==> src/rtl/fsa_pkg.sv <==
package fsa_pkg;

    typedef logic [1:0] mf_phase_t;

    typedef enum logic {
        RATE_LOW  = 1'b0,
        RATE_HIGH = 1'b1
    } rate_e;

endpackage

==> src/rtl/fsa_edge_detect.sv <==
module fsa_edge_detect (
    input  logic clk,
    input  logic rst_n,
    input  logic sync_i,
    output logic rise_o
);

    typedef struct packed {
        logic prev;
    } edge_st_t;

    edge_st_t st_d, st_q;

    always_comb begin
        st_d      = st_q;
        st_d.prev = sync_i;
    end

    always_ff @(posedge clk or negedge rst_n) begin
        if (!rst_n) st_q <= '{prev: 1'b1};
        else        st_q <= st_d;
    end

    assign rise_o = sync_i & ~st_q.prev;

    // an edge needs low in the previous clock and high now
    a_r1_rise_only: assert property (@(posedge clk) disable iff (!rst_n)
        rise_o |-> (sync_i && !$past(sync_i)));

endmodule

==> src/rtl/fsa_pos_counter.sv <==
module fsa_pos_counter #(
    parameter int ROWS  = 9,
    parameter int COLS  = 90,
    parameter int BITS  = 8,
    parameter int ROW_W = $clog2(ROWS),
    parameter int COL_W = $clog2(COLS),
    parameter int STS_W = 4,
    parameter int BIT_W = $clog2(BITS)
) (
    input  logic             clk,
    input  logic             rst_n,
    input  logic             clr_i,
    input  logic [STS_W-1:0] sts_last_i,
    output logic [ROW_W-1:0] row_o,
    output logic [COL_W-1:0] col_o,
    output logic [STS_W-1:0] sts_o,
    output logic [BIT_W-1:0] bit_o,
    output logic             wrap_o
);

    localparam logic [ROW_W-1:0] ROW_LAST = ROW_W'(ROWS - 1);
    localparam logic [COL_W-1:0] COL_LAST = COL_W'(COLS - 1);
    localparam logic [BIT_W-1:0] BIT_LAST = BIT_W'(BITS - 1);

    typedef struct packed {
        logic [ROW_W-1:0] row;
        logic [COL_W-1:0] col;
        logic [STS_W-1:0] sts;
        logic [BIT_W-1:0] bt;
    } pos_t;

    pos_t pos_d, pos_q;
    logic bit_end, sts_end, col_end, row_end;

    always_comb begin
        bit_end = (pos_q.bt == BIT_LAST);
        sts_end = (pos_q.sts >= sts_last_i);
        col_end = (pos_q.col == COL_LAST);
        row_end = (pos_q.row == ROW_LAST);
        pos_d   = pos_q;
        if (clr_i) begin
            pos_d = '0;
        end else if (!bit_end) begin
            pos_d.bt = pos_q.bt + BIT_W'(1);
        end else begin
            pos_d.bt = '0;
            if (!sts_end) begin
                pos_d.sts = pos_q.sts + STS_W'(1);
            end else begin
                pos_d.sts = '0;
                if (!col_end) begin
                    pos_d.col = pos_q.col + COL_W'(1);
                end else begin
                    pos_d.col = '0;
                    pos_d.row = row_end ? '0 : pos_q.row + ROW_W'(1);
                end
            end
        end
    end

    always_ff @(posedge clk or negedge rst_n) begin
        if (!rst_n) pos_q <= '0;
        else        pos_q <= pos_d;
    end

    assign row_o  = pos_q.row;
    assign col_o  = pos_q.col;
    assign sts_o  = pos_q.sts;
    assign bit_o  = pos_q.bt;
    assign wrap_o = bit_end & sts_end & col_end & row_end;

    // after the last position the counter is back at the origin
    a_r2_wrap_to_origin: assert property (@(posedge clk) disable iff (!rst_n)
        (wrap_o && !clr_i) |=> (row_o == '0 && col_o == '0 && sts_o == '0 && bit_o == '0));

    // a realignment puts the counter at the origin
    a_r5_clear_to_origin: assert property (@(posedge clk) disable iff (!rst_n)
        clr_i |=> (row_o == '0 && col_o == '0 && sts_o == '0 && bit_o == '0));

    // fields stay inside their ranges
    a_r2_fields_in_range: assert property (@(posedge clk) disable iff (!rst_n)
        (int'(bit_o) < BITS) && (int'(col_o) < COLS) && (int'(row_o) < ROWS));

endmodule

==> src/rtl/fsa_lock_ctrl.sv <==
module fsa_lock_ctrl
    import fsa_pkg::*;
(
    input  logic      clk,
    input  logic      rst_n,
    input  logic      edge_i,
    input  logic      wrap_i,
    input  logic      at_mark_i,
    output logic      realign_o,
    output logic      locked_o,
    output mf_phase_t phase_o
);

    typedef struct packed {
        logic      aligned;
        logic      strike;
        logic      locked;
        logic      seen;
        logic      lastm;
        mf_phase_t phase;
    } lk_st_t;

    localparam lk_st_t LK_RESET = '{aligned: 1'b0, strike: 1'b0, locked: 1'b0,
                                    seen: 1'b0, lastm: 1'b1, phase: 2'd0};

    lk_st_t st_d, st_q;
    logic   good, stray, mark_e, realign;

    always_comb begin
        good    = edge_i & wrap_i;
        mark_e  = edge_i & at_mark_i;
        stray   = edge_i & ~wrap_i & ~at_mark_i;
        realign = edge_i & (~st_q.aligned | (stray & st_q.strike));
        st_d    = st_q;
        if (realign) begin
            st_d         = LK_RESET;
            st_d.aligned = 1'b1;
        end else begin
            if (good) begin
                st_d.strike = 1'b0;
                st_d.locked = 1'b1;
            end else if (stray) begin
                st_d.strike = 1'b1;
            end
            if (wrap_i) begin
                st_d.seen  = 1'b0;
                st_d.lastm = st_q.seen;
                st_d.phase = st_q.phase + 2'd1;
            end else if (mark_e) begin
                st_d.seen = 1'b1;
                if (!st_q.lastm) st_d.phase = 2'd1;
            end
        end
    end

    always_ff @(posedge clk or negedge rst_n) begin
        if (!rst_n) st_q <= LK_RESET;
        else        st_q <= st_d;
    end

    assign realign_o = realign;
    assign locked_o  = st_q.locked;
    assign phase_o   = st_q.phase;

    // a realignment always drops lock
    a_r8_realign_unlocks: assert property (@(posedge clk) disable iff (!rst_n)
        realign_o |=> !locked_o);

    // lock only rises after an edge on the frame boundary
    a_r6_lock_on_boundary: assert property (@(posedge clk) disable iff (!rst_n)
        $rose(locked_o) |-> $past(edge_i && wrap_i));

    // the phase steps by one on every undisturbed wrap
    a_r10_phase_step: assert property (@(posedge clk) disable iff (!rst_n)
        (wrap_i && !realign_o) |=> (phase_o == $past(phase_o) + 2'd1));

    // a lone stray edge neither realigns nor drops lock
    a_r7_single_stray_kept: assert property (@(posedge clk) disable iff (!rst_n)
        (edge_i && !wrap_i && !at_mark_i && !st_q.strike && st_q.aligned && locked_o)
            |=> locked_o);

endmodule

==> src/rtl/frame_sync_aligner.sv <==
module frame_sync_aligner
    import fsa_pkg::*;
#(
    parameter int ROWS     = 9,
    parameter int COLS     = 90,
    parameter int BITS     = 8,
    parameter int STS_HI   = 12,
    parameter int STS_LO   = 3,
    parameter int MARK_ROW = 3,
    parameter int MARK_COL = 0,
    parameter int ROW_W    = $clog2(ROWS),
    parameter int COL_W    = $clog2(COLS),
    parameter int STS_W    = $clog2(STS_HI),
    parameter int BIT_W    = $clog2(BITS)
) (
    input  logic             clk,
    input  logic             rst_n,
    input  logic             sync_i,
    input  logic             rate_i,
    input  logic             composite_i,
    input  logic [BIT_W-1:0] off_bit_i,
    input  logic [STS_W-1:0] off_sts_i,
    input  logic [COL_W-1:0] off_col_i,
    input  logic [ROW_W-1:0] off_row_i,
    output logic             frame_start_o,
    output logic [1:0]       mf_phase_o,
    output logic             locked_o
);

    localparam logic [STS_W-1:0] STS_LAST_HI = STS_W'(STS_HI - 1);
    localparam logic [STS_W-1:0] STS_LAST_LO = STS_W'(STS_LO - 1);
    localparam logic [ROW_W-1:0] MARK_R      = ROW_W'(MARK_ROW);
    localparam logic [COL_W-1:0] MARK_C      = COL_W'(MARK_COL);

    logic             rise, wrap, at_mark, realign;
    logic [STS_W-1:0] sts_last;
    logic [ROW_W-1:0] row;
    logic [COL_W-1:0] col;
    logic [STS_W-1:0] sts;
    logic [BIT_W-1:0] bt;
    mf_phase_t        phase;

    assign sts_last = (rate_i == RATE_HIGH) ? STS_LAST_HI : STS_LAST_LO;

    fsa_edge_detect u_edge (
        .clk    (clk),
        .rst_n  (rst_n),
        .sync_i (sync_i),
        .rise_o (rise)
    );

    fsa_pos_counter #(
        .ROWS  (ROWS),
        .COLS  (COLS),
        .BITS  (BITS),
        .ROW_W (ROW_W),
        .COL_W (COL_W),
        .STS_W (STS_W),
        .BIT_W (BIT_W)
    ) u_pos (
        .clk        (clk),
        .rst_n      (rst_n),
        .clr_i      (realign),
        .sts_last_i (sts_last),
        .row_o      (row),
        .col_o      (col),
        .sts_o      (sts),
        .bit_o      (bt),
        .wrap_o     (wrap)
    );

    assign at_mark = composite_i && (row == MARK_R) && (col == MARK_C)
                     && (sts == '0) && (bt == '0);

    fsa_lock_ctrl u_lock (
        .clk       (clk),
        .rst_n     (rst_n),
        .edge_i    (rise),
        .wrap_i    (wrap),
        .at_mark_i (at_mark),
        .realign_o (realign),
        .locked_o  (locked_o),
        .phase_o   (phase)
    );

    assign frame_start_o = (row == off_row_i) && (col == off_col_i)
                           && (sts == off_sts_i) && (bt == off_bit_i);
    assign mf_phase_o    = phase;

    // with zero offsets a boundary edge is followed by the strobe
    a_r4_strobe_after_boundary: assert property (@(posedge clk) disable iff (!rst_n)
        (rise && wrap && off_row_i == '0 && off_col_i == '0 && off_sts_i == '0
         && off_bit_i == '0 && $stable(off_bit_i)) |=> frame_start_o);

endmodule

==> config.mk <==
export PLATFORM = sky130hd
export DESIGN_NAME = frame_sync_aligner
export DESIGN_NICKNAME = d
export VERILOG_FILES = /design/src/rtl/fsa_pkg.sv /design/src/rtl/fsa_edge_detect.sv /design/src/rtl/fsa_pos_counter.sv /design/src/rtl/fsa_lock_ctrl.sv /design/src/rtl/frame_sync_aligner.sv
export SDC_FILE = /design/constraint.sdc
export NUM_CORES = 1
export LEC_CHECK = 0
export ABC_CLOCK_PERIOD_IN_PS = 2300
export BUFFER_PORTS_ARGS = -buffer_cell sky130_fd_sc_hd__buf_2
export CAP_MARGIN = 20
export CORE_MARGIN = 2
export CORE_UTILIZATION = 56
export DETAILED_ROUTE_END_ITERATION = 16
export PLACE_DENSITY = 0.86
export SYNTH_ARGS = -nofsm -noshare
export SYNTH_HDL_FRONTEND = slang
export SYNTH_SLANG_ARGS = --single-unit
==> constraint.sdc <==
create_clock -name clk -period 2.3 [get_ports clk]
set_input_delay 0.46 -clock clk [delete_from_list [all_inputs] [get_ports clk]]
set_output_delay 0.46 -clock clk [all_outputs]
set_load 0.05 [all_outputs]
Word-level counts from Yosys, hierarchy flattened --
Index checks and enable logic that the tools add are counted.
Word-level totals: output and inout bits 4, register bits after elaboration 26, input port bits 23
Operators by class: equal/unequal tests 9, reductions and logical operators 20, $lt $le $gt $ge 1, mux-type cells 19, bitwise operators 15, $add $sub $neg 5
Operators with widths (number):
- 18-bit two-way mux | 1
- 4-bit two-way mux | 4
- 15-bit two-way mux | 1
- 11-bit two-way mux | 1
- 1-bit AND | 10
- 2-bit nonzero test | 5
- 4-bit by 1-bit adder with 4-bit output (second input constant) | 2
- 4-bit equality test | 2
- 7-bit by 1-bit adder with 7-bit output (second input constant) | 1
- 7-bit equality test | 1
- 7-bit equality test (second input constant) | 1
- 1-bit logical AND | 7
- 7-bit zero test | 1
- 7-bit two-way mux | 1
- 1-bit two-way mux | 6
- 2-bit two-way mux | 3
- 6-bit two-way mux | 1
- 3-bit nonzero test | 2
- 4-bit by 2-bit equality test with 1-bit output (second input constant) | 1
- 4-bit equality test (second input constant) | 1
- 4-bit greater-or-equal comparator | 1
- 4-bit zero test | 1
- 1-bit inverter | 4
- 2-bit AND reduction | 2
- other kinds (9) | 9

Longest topological paths before layout --
word-level depth 13, mapped depth 8, gate-level depth less buffers 7

Modules after synthesis --
From an unflattened synthesis, not the netlist that was laid out.
Second synthesis, totals: cells, all modules 188, area, all modules 1793.0 µm²
Modules (own cells, without submodules):
- fsa_pos_counter | instances 1, area an instance 1147.4 µm², cells each 122
- fsa_lock_ctrl | instances 1, area an instance 352.8 µm², cells each 32
- frame_sync_aligner | instances 1, area an instance 252.7 µm², cells each 32
- fsa_edge_detect | instances 1, area an instance 40.0 µm², cells each 2

Worst setup path after synthesis --
OpenSTA, ideal clock, no wires.
path kind register to output, start reg u_pos.pos_q, in the netlist u_pos.col_o[5], end out frame_start_o, stages on the path, launching flop included 6, buffers on the path 1, data required time 1840 ps, arrival 2513 ps, setup slack -673 ps, cell sequence dfrtp_1 > buf_2 > xor2_1 > nor4_1 > nand3_1 > nor4_1
On the way: word-level cells in the longest chain between the ends 4
RTL lines:
- start, declared | RTL line fsa_pos_counter.sv:32 | pos_t pos_d, pos_q;
- start signal, assigned | RTL line fsa_pos_counter.sv:63 | else pos_q <= pos_d;
- 7-bit equality test | RTL line frame_sync_aligner.sv:86 | assign frame_start_o = (row == off_row_i) && (col == off_col_i)
- 1-bit logical AND | RTL line frame_sync_aligner.sv:86
- 1-bit logical AND (2 in series) | RTL line frame_sync_aligner.sv:87 | && (sts == off_sts_i) && (bt == off_bit_i);
- end, declared | RTL line frame_sync_aligner.sv:25 | output logic frame_start_o,
Every way passes these cells.

Worst setup path after layout --
start reg u_pos.pos_q, in the netlist u_pos.row_o[3], end out frame_start_o
On the way: word-level cells in the longest chain between the ends 4
RTL lines (RTL line):
- 4-bit equality test | frame_sync_aligner.sv:86
- 1-bit logical AND | frame_sync_aligner.sv:86
- 1-bit logical AND (2 in series) | frame_sync_aligner.sv:87
Every way passes these cells.

==> results.sh <==
export IMPL_grt_usage_pct=24.5
export IMPL_path_max_fanout=2
export IMPL_ys_seq_area_share_pct=37.4
export IMPL_wl_per_cell_um=15.8
export IMPL_top_level_ports=27
export IMPL_syn_area_um2=1740
export IMPL_globalplace_congestion=0.887
export IMPL_rsz0062_at_grt="false"
export IMPL_final_core_util_pct=67.4
export IMPL_routed_wl_mm=3.99
export IMPL_core_um2=3000
export IMPL_vias=1462
export IMPL_maxCapViolCount=0
export IMPL_cts_buffers=3
export IMPL_syn_avg_cell_area_um2=9.48
export IMPL_cts_tree="done"
export IMPL_die_w_um=59.8
export IMPL_irDropWorstVdd_uv=344
export IMPL_dpl_instance_area_um2=1940
export IMPL_filler_cell_count=241
export IMPL_timing_setup_tns_ns=0
export IMPL_multi_input_area_um2=1020
export IMPL_hold_viol_final=0
export IMPL_clock_path_buffers=2
export IMPL_start_kind="flip-flop"
export IMPL_synth_edf_count=0
export IMPL_final_cell_mix="buf_2, dfrtp_1, xor2_1"
export IMPL_avgViaCountPerCell=5.78
export IMPL_grt_pass1_vias=1428
export IMPL_clock_root_buffer="clkbuf_4"
export IMPL_synth_nets=219
export IMPL_ys_seq_elements=26
export IMPL_drive_above_1_share_pct=26.4
export IMPL_grt_pass1_wl_mm=6.55
export IMPL_yosysWarningCount=0
export IMPL_synth_top_flop_cell="dfrtp_1"
export IMPL_synth_top_area_share_pct=34.4
export IMPL_maxSlewViolCount=0
export IMPL_rows=20
export IMPL_fin_skew_ns=0.00196
export IMPL_dp_hpwl_mm=2.98
export IMPL_clkSinkCount=26
export IMPL_finalInstanceArea_um2=2020
export IMPL_final_nets=256
export IMPL_tightest_slew_ns=0.582
export IMPL_ant_nets=0
export IMPL_final_common_cell="buf_2"
export IMPL_n_antenna_cell=0
export IMPL_finalCriticalPeriod_ns=2.20
export IMPL_crit_type="flip-flop to output port"
export IMPL_status="finished, final reports clean"
export IMPL_yosys_area_top_type="dfrtp_1"
export IMPL_cp_required_ns=1.84
export IMPL_critPathCaptureType="output port"
export IMPL_post_place_cells=244
export IMPL_post_route_period_util_pct=95.7
export IMPL_min_path_type="input pin to asynchronous set/reset pin"
export IMPL_area_growth_pct=16.0
export IMPL_hold_slack_ns=0.103
export IMPL_grt_max_degree=27
export IMPL_fin_cells=253
export IMPL_fmax_mhz=454
export IMPL_critical_path_max_stage_delay_ns=0.43
export IMPL_cpMaxStageDelayCell="dfrtp_1"
export IMPL_crit_chain="xor2_1 > nor4_1 > nand3_1 > nor4_4 > buf_6"
export IMPL_synth_area_leaders="dfrtp_1, ha_1, xor2_1"
export IMPL_async_reset_ff_share_pct=100
export IMPL_clk_latency_ns=0.33
export IMPL_io_buffers=26
export IMPL_grt_overflow=0
export IMPL_pwr_density_cell_nw_per_um2=623
export IMPL_die_area_um2=3580
export IMPL_drtIter0Drc=47
export IMPL_crit_arrival_ns=1.74
export IMPL_clkSlewWorstSetupHoldPaths_ns=0.14
export IMPL_first_pass_iters=4
export IMPL_p_leak_nw=0.963
export IMPL_antenna_found_initial=0
export IMPL_max_slew_margin_pct=61.2
export IMPL_h_tree_depth=1
export IMPL_die_height_um=59.8
export IMPL_setup_viol=0
export IMPL_synth_cell_types=44
export IMPL_start_util_pct=58.1
export IMPL_postCtsHoldBufs=0
export IMPL_drc=0
export IMPL_syn_instance_count=184
export IMPL_seq_area_um2=654
area by class of cell:
class / count / share of cell area (%)
tap: 33 / 2.04
inverter: 12 / 2.23
multi-input combinational: 140 / 50.4
sequential: 26 / 32.3
clock buffer: 4 / 1.79
timing repair buffer: 38 / 11.2
cell usage after synthesis, types with 2 or more instances:
library cell,number
nand3b_1,2
a211oi_1,2
nand4_1,5
a41oi_1,2
and3_1,5
dfstp_2,2
o21ai_0,6
a21oi_2,2
nand4b_1,2
nor2b_1,3
nor3_1,5
nand3_1,8
nor3b_2,2
nor4b_2,2
o21a_1,3
xnor2_1,6
buf_4,3
xor2_1,16
dfrtp_1,24
nor4_1,4
inv_1,12
nor2_1,15
a21oi_1,11
nand2_1,11
ha_1,12
power by group:
group	leakage [nW]	total (W)	switching (W)	internal, W
Clock	0.0210	0.000238	0.000141	0.0000970
Sequential	0.340	0.000577	0.0000655	0.000512
Combinational	0.602	0.000446	0.000246	0.000200
Total	0.963	0.00126	0.000452	0.000809
final timing paths:
check	slack, ns	start	to	cells after the start
max	0.1	u_pos.row_o[3]$_DFFE_PN0P_	frame_start_o	5
min	0.10	rst_n	u_pos.col_o[6]$_DFFE_PN0P_	1
max in group asynchronous	1.78	rst_n	u_pos.col_o[0]$_DFFE_PN0P_	1
max reg2reg	0.20	u_pos.sts_o[0]$_DFFE_PN0P_	u_pos.col_o[2]$_DFFE_PN0P_	8
min reg2reg	0.51	u_lock.st_q[2]$_DFFE_PN1N_	u_lock.st_q[2]$_DFFE_PN1N_	2
min in group clk	0.22	sync_i	u_edge.st_q$_DFF_PN1_	1
critical path: cells and delay by family (launching register included):
family | cells | cell delay, ns
AND/OR/NAND/NOR | 3 | 0.61
flip-flops | 1 | 0.43
buffers and inverters | 1 | 0.19
XOR/XNOR | 1 | 0.18
state kept, by name, indices dropped and copies added (netlist names):
register         count
u_edge.st_q          1
u_lock.st_q          4
u_lock.phase_o       2
u_pos.col_o          7
u_pos.sts_o          4
u_pos.bit_o          3
u_pos.row_o          4
u_lock.locked_o      1
cell families (layout without fill, tap and decap cells):
group	Yosys count	count (layout)	synth area share, %
compound gates	30	30	11.2
xor+xnor	22	22	11.0
fa+ha+maj	12	12	8.61
buf+inv	18	54	5.02
flops	26	26	37.4
mux	1	1	0.574
simple gates	75	75	26.1
stage by stage:
stage,total power [W],setup WS (ns)
floorplan,0.000866,0.160
global placement,0.000980,0.124
detailed placement,0.00100,0.117
CTS,0.00125,0.113
global route,0.00134,0.00144
finish,0.00126,0.0981
timing repair:
action                                  in CTS  in global routing
buffers inserted                             5                  0
pin swaps                                    3                  2
gates resized for setup                      3                  1
endpoints found under the setup margin       1                  2
routing by layer:
metal / GRT usage (%) / vias to the layer above / part of all wire, %
met5: 0 / - / 0
met2: 43.0 / 48 / 50
li1: - / 717 / -
met3: 2.38 / 4 / 4.9
met4: 6.98 / 0 / 0.78
met1: 31.8 / 693 / 44
No activity file was read; power rests on OpenSTA's default activity.
